$ cat src/rtl/alu_card_pkg.sv
package alu_card_pkg;

    localparam int XLEN = 32;

    typedef enum logic [2:0] {
        FN_ADDSUB = 3'b000,
        FN_SLL    = 3'b001,
        FN_SLT    = 3'b010,
        FN_SLTU   = 3'b011,
        FN_XOR    = 3'b100,
        FN_SHR    = 3'b101,
        FN_OR     = 3'b110,
        FN_AND    = 3'b111
    } alu_fn_e;

    typedef struct packed {
        alu_fn_e fn;
        logic    sub;
        logic    shl;
        logic    sar;
        logic    drive;
    } alu_ctrl_t;

    function automatic alu_ctrl_t decode_ctrl(
        input logic       is_alu,
        input logic       is_rd,
        input logic       is_wr,
        input logic [2:0] code,
        input logic       alt
    );
        alu_ctrl_t c;
        c.fn    = alu_fn_e'(code);
        c.sub   = (c.fn == FN_ADDSUB) && alt;
        c.shl   = (c.fn == FN_SLL);
        c.sar   = (c.fn == FN_SHR) && alt;
        c.drive = is_alu && !is_rd && !is_wr;
        return c;
    endfunction

    function automatic logic [XLEN-1:0] flag_word(input logic f);
        return {{(XLEN-1){1'b0}}, f};
    endfunction

endpackage

$ cat src/rtl/alu_addsub.sv
module alu_addsub #(
    parameter int W = 32
) (
    input  logic         clk,
    input  logic         rst,
    input  logic [W-1:0] a,
    input  logic [W-1:0] b,
    input  logic         sub,
    output logic [W-1:0] sum
);
    logic [W-1:0] b_eff;
    logic [W-1:0] carry_in;

    always_comb begin
        b_eff    = sub ? ~b : b;
        carry_in = {{(W-1){1'b0}}, sub};
        sum      = a + b_eff + carry_in;
    end

    // subtracting equal operands yields zero
    a_r3_sub_self_zero: assert property (@(posedge clk) disable iff (rst)
        (sub && a == b) |-> (sum == '0));
    // adding zero leaves A unchanged
    a_r3_add_identity: assert property (@(posedge clk) disable iff (rst)
        (!sub && b == '0) |-> (sum == a));
endmodule

$ cat src/rtl/alu_shift.sv
module alu_shift #(
    parameter int W   = 32,
    parameter int SHW = $clog2(W)
) (
    input  logic           clk,
    input  logic           rst,
    input  logic [W-1:0]   din,
    input  logic [SHW-1:0] amt,
    input  logic           left,
    input  logic           arith,
    output logic [W-1:0]   dout
);
    logic [W-1:0] stage [0:SHW];
    logic [W-1:0] rev_in;
    logic         fill;

    assign fill = arith && !left && din[W-1];

    for (genvar i = 0; i < W; i++) begin : g_rev_in
        assign rev_in[i] = left ? din[W-1-i] : din[i];
    end

    assign stage[0] = rev_in;

    for (genvar k = 0; k < SHW; k++) begin : g_stage
        localparam int STEP = 1 << k;
        assign stage[k+1] = amt[k]
            ? {{STEP{fill}}, stage[k][W-1:STEP]}
            : stage[k];
    end

    for (genvar i = 0; i < W; i++) begin : g_rev_out
        assign dout[i] = left ? stage[SHW][W-1-i] : stage[SHW][i];
    end

    // a zero shift amount passes the operand through
    a_r8_zero_shift_identity: assert property (@(posedge clk) disable iff (rst)
        (amt == '0) |-> (dout == din));
    // a logical right shift by a nonzero amount clears the top bit
    a_r8_logical_top_clear: assert property (@(posedge clk) disable iff (rst)
        (!left && !arith && amt != '0) |-> (dout[W-1] == 1'b0));
    // a nonzero left shift clears bit 0
    a_r4_left_low_clear: assert property (@(posedge clk) disable iff (rst)
        (left && amt != '0) |-> (dout[0] == 1'b0));
endmodule

$ cat src/rtl/alu_compare.sv
module alu_compare #(
    parameter int W = 32
) (
    input  logic         clk,
    input  logic         rst,
    input  logic [W-1:0] a,
    input  logic [W-1:0] b,
    output logic         lt_s,
    output logic         lt_u
);
    always_comb begin
        lt_u = (a < b);
        lt_s = (a[W-1] != b[W-1]) ? a[W-1] : lt_u;
    end

    // equal operands are never less-than
    a_r5_equal_not_less: assert property (@(posedge clk) disable iff (rst)
        (a == b) |-> (!lt_s && !lt_u));
    // same sign means signed and unsigned orderings agree
    a_r6_same_sign_agree: assert property (@(posedge clk) disable iff (rst)
        (a[W-1] == b[W-1]) |-> (lt_s == lt_u));
endmodule

$ cat src/rtl/alu_card.sv
module alu_card
    import alu_card_pkg::*;
#(
    parameter int W   = alu_card_pkg::XLEN,
    parameter int SHW = $clog2(W)
) (
    input  logic         clk,
    input  logic         rst,
    input  logic         op_alu,
    input  logic         op_mem_rd,
    input  logic         op_mem_wr,
    input  logic [2:0]   func,
    input  logic         func_alt,
    input  logic [W-1:0] a_bus,
    input  logic [W-1:0] b_bus,
    output logic [W-1:0] y_bus,
    output logic         y_drive
);
    alu_ctrl_t    ctrl;
    logic [W-1:0] sum;
    logic [W-1:0] shifted;
    logic         lt_s;
    logic         lt_u;
    logic [W-1:0] result;

    assign ctrl = decode_ctrl(op_alu, op_mem_rd, op_mem_wr, func, func_alt);

    alu_addsub #(.W(W)) u_addsub (
        .clk (clk),
        .rst (rst),
        .a   (a_bus),
        .b   (b_bus),
        .sub (ctrl.sub),
        .sum (sum)
    );

    alu_shift #(.W(W), .SHW(SHW)) u_shift (
        .clk   (clk),
        .rst   (rst),
        .din   (a_bus),
        .amt   (b_bus[SHW-1:0]),
        .left  (ctrl.shl),
        .arith (ctrl.sar),
        .dout  (shifted)
    );

    alu_compare #(.W(W)) u_compare (
        .clk  (clk),
        .rst  (rst),
        .a    (a_bus),
        .b    (b_bus),
        .lt_s (lt_s),
        .lt_u (lt_u)
    );

    always_comb begin
        case (ctrl.fn)
            FN_ADDSUB: result = sum;
            FN_SLL:    result = shifted;
            FN_SLT:    result = {{(W-1){1'b0}}, lt_s};
            FN_SLTU:   result = {{(W-1){1'b0}}, lt_u};
            FN_XOR:    result = a_bus ^ b_bus;
            FN_SHR:    result = shifted;
            FN_OR:     result = a_bus | b_bus;
            FN_AND:    result = a_bus & b_bus;
            default:   result = '0;
        endcase
    end

    assign y_drive = ctrl.drive;
    assign y_bus   = ctrl.drive ? result : '0;

    // a memory cycle never sees this card on Y
    a_r1_mem_release: assert property (@(posedge clk) disable iff (rst)
        (op_mem_rd || op_mem_wr) |-> !y_drive);
    // drive only with the ALU line high
    a_r1_needs_alu: assert property (@(posedge clk) disable iff (rst)
        y_drive |-> op_alu);
    // released bus output is all zeros
    a_r2_zero_when_idle: assert property (@(posedge clk) disable iff (rst)
        !y_drive |-> (y_bus == '0));
    // compare results carry only bit 0
    a_r5_flag_only: assert property (@(posedge clk) disable iff (rst)
        (y_drive && (func == FN_SLT || func == FN_SLTU)) |-> (y_bus[W-1:1] == '0));
    // and-result never has a bit that or-result lacks (checked on live ops)
    a_r7_and_subset: assert property (@(posedge clk) disable iff (rst)
        (y_drive && func == FN_AND) |-> ((y_bus & ~(a_bus | b_bus)) == '0));
endmodule

$ cat config.mk
export PLATFORM = sky130hd
export DESIGN_NAME = alu_card
export DESIGN_NICKNAME = d
export VERILOG_FILES = /design/src/rtl/alu_card_pkg.sv /design/src/rtl/alu_addsub.sv /design/src/rtl/alu_shift.sv /design/src/rtl/alu_compare.sv /design/src/rtl/alu_card.sv
export SDC_FILE = /design/constraint.sdc
export NUM_CORES = 1
export LEC_CHECK = 0
export ABC_AREA = 1
export ABC_CLOCK_PERIOD_IN_PS = 2800
export BUFFER_PORTS_ARGS = -buffer_cell sky130_fd_sc_hd__buf_4
export CAP_MARGIN = 5
export CORE_ASPECT_RATIO = 0.8
export CORE_MARGIN = 4
export CORE_UTILIZATION = 30
export DETAILED_ROUTE_END_ITERATION = 12
export PLACE_DENSITY = 0.58
export SYNTH_ARGS = -nofsm -noshare
export SYNTH_HDL_FRONTEND = slang
export SYNTH_SLANG_ARGS = --single-unit
$ cat constraint.sdc
create_clock -name vclk -period 2.8
set_input_delay 0 -clock vclk [all_inputs]
set_output_delay 0 -clock vclk [all_outputs]
set_load 0.05 [all_outputs]
==> results.py <==
metrics = {
    "status": {
        "outcome": "completed",
    },
    "worst_setup_path": {
        "cp_common_cell": "nor2_1",
        "critPathKind": "in2out",
        "end_kind": "output pin",
        "cp.arrival_ns": 2.72,
        "crit_chain": "buf_6 > inv_4 > nand2_4 > nor2_4 > nand2_8 > buf_12 > xor2_1 > ha_1 > buf_4 > a21o_1 > a31oi_2 > o21ai_2 > a21oi_4 > nand2_2 > nand2_1 > nand2_1 > nor2_1 > nor2_1 > nor2_1 > buf_6",
        "critPathTopFamily": "simple AND/OR/NAND/NOR gates",
        "crit_buf_inv": 5,
        "crit_required_ns": 2.80,
        "start_kind": "input pin",
        "max_stage_delay_ns": 0.32,
        "slowest_stage": "ha_1",
        "crit_path_max_fanout": 11,
    },
    "synth": {
        "synthSimpleGateAreaFrac_pct": 46.67,
        "netlist-cell-type-count": 41,
        "synth-adder-area-share_pct": 22.20,
        "synthCells": 1375,
        "synth-xor-area-share_pct": 4.388,
        "syn_area_um2": 7585,
        "synth-seq-area-share_pct": 0,
        "yosysWarningCount": 0,
        "synth-compound-area-share_pct": 15.00,
        "synthMuxAreaShare_pct": 0,
        "syn_nets": 1582,
        "syn_area_per_cell_um2": 5.516,
        "synth_top_family_by_area": "simple AND/OR/NAND/NOR gates",
    },
    "sta": {
        "worst-slew-pin-transition_ns": 0.6937,
        "period_share_pct": 97.22,
        "hold_violations": 0,
        "setup_viol_count_final": 0,
        "holdWs_ns": 0.5583,
        "worst_slack_ns": 0.07787,
        "fmax_mhz": 367.4,
        "slew_viol_final": 0,
        "fin_tns_setup_ns": 0,
        "rsz0062_at_grt": "true",
        "post-route-min-period_ns": 2.722,
        "maxSlewHeadroom_pct": 53.75,
    },
    "die": {
        "io_pins": 106,
        "die_w_um": 185.8,
        "core_um2": 24630,
        "num_rows": 51,
        "die-area_um2": 27910,
        "start_util_pct": 30.79,
        "die_y_um": 150.2,
    },
    "power": {
        "power_density_nw_per_um2": 208.5,
        "peakVddDrop_v": 0.0001049,
        "power_leakage_nw": 5.078,
    },
    "drt": {
        "vias": 10230,
        "drt-initial-drc-count": 1249,
        "drc": 0,
        "dr.pass1.iters": 6,
        "finalWirelength_um": 36300,
        "post_drt_wl_per_cell_um": 19.66,
        "ant_nets": 0,
        "viasPerCell": 5.539,
    },
    "cells_and_area": {
        "drive_above_1_share_pct": 22.50,
        "nets": 1738,
        "clock_buffer_count": 0,
        "stdcell_count": 1847,
        "antenna_cells": 0,
        "seq_cell_count": 0,
        "area_growth_pct": 32.63,
        "seq_area_um2": 0,
        "nFillCells": 2699,
    },
    "place": {
        "io_buffers": 104,
        "pre_cts_slack_ns": -0.1746,
        "place_congestion": 1.021,
        "dp_hpwl_um": 29040,
        "placed_cells": 1832,
    },
    "global_route": {
        "grt_pass1_wl_um": 54120,
        "antenna_found_initial": 0,
        "grt_pass1_vias": 9173,
        "grt_max_degree": 56,
        "grt-ovfl-total": 0,
        "grt_util_all_layers_pct": 24.68,
    },
    "clock_tree": {
        "hold_buffers": 0,
    },
    "worst_hold_path": {
        "holdCritPathClass": "in2out",
    },
    "run": {
        "cap_violations": 0,
    },
}
cells in the mapped netlist (2+ instances only):
library cell | instances | area [µm²]
a211oi_1 | 29 | 217.7
nand4_1 | 2 | 12.51
or2_2 | 3 | 18.77
buf_4 | 3 | 22.52
o21bai_1 | 8 | 60.06
clkbuf_1 | 32 | 120.1
nor4_1 | 5 | 31.28
a311oi_1 | 4 | 35.03
nand3_1 | 414 | 2072
o22ai_1 | 4 | 25.02
buf_1 | 24 | 90.09
xor2_1 | 33 | 289.0
o21a_1 | 3 | 22.52
inv_2 | 4 | 15.01
buf_6 | 2 | 22.52
nor3_1 | 14 | 70.07
buf_2 | 10 | 50.05
ha_1 | 133 | 1664
xnor2_1 | 5 | 43.79
nor2_1 | 79 | 296.5
a31oi_1 | 10 | 62.56
inv_1 | 148 | 555.5
a21oi_1 | 58 | 290.3
nand2_1 | 258 | 968.4
o21ai_0 | 66 | 330.3
clkinv_1 | 4 | 15.01
a21o_1 | 6 | 45.04
layout by cell type, fill, tap and decap left out, types with 18 or more instances in the layout:
cell      netlist  routed
nand2_2         0      18
xor2_1         33      25
nand2_1       258     231
inv_1         148     144
nand3_1       414     409
a211oi_1       29      29
buf_4           3     208
ha_1          133     125
o21ai_0        66      54
nor2_1         79      65
a21oi_1        58      40
metrics by stage:
step	total power, mW	cell area [µm²]	util [%]
after global routing	2.280	10060	40.84
final	2.097	10060	40.84
after global placement	1.829	9313	37.81
after CTS	1.879	9427	38.27
after detailed placement	1.838	9313	37.81
after floorplan	1.094	7601	-
layer usage:
layer	track usage (%)	routed length (µm)
met2	34.96	14530
met4	4.406	837
met1	38.55	17540
met3	4.662	3389
met5	0	0
kinds of logic (layout without fill, tap and decap cells):
kind of cell	Yosys count	count (layout)
and+or+nand+nor	782	782
xor gates and xnor gates	38	38
adders and majority gates	134	134
buffers and inverters	227	381
AOI/OAI and AO/OA	194	194
cell type report:
class              count  area (µm²)  share of cell area (%)
inverters            156       590.6                   5.871
multi-input cells   1148        7279                   72.36
well taps            318       397.9                   3.955
repair buffers       225        1792                   17.81
power by group:
group	internal, mW	switching [mW]
combinational	0.793	1.30
clock	0	0
sequential	0	0
path summary, 6_finish.rpt:
path	from	end	cells after the start
max	func[1]	y_bus[31]	20
min	op_mem_wr	y_drive	4
timing repair:
item	4_1_cts	5_1_grt
pin swaps	6	60
resized for setup	24	132
buffers inserted	3	12
cloned	0	0
setup endpoints to repair	18	22
Power figures use the tool's default switching activity.
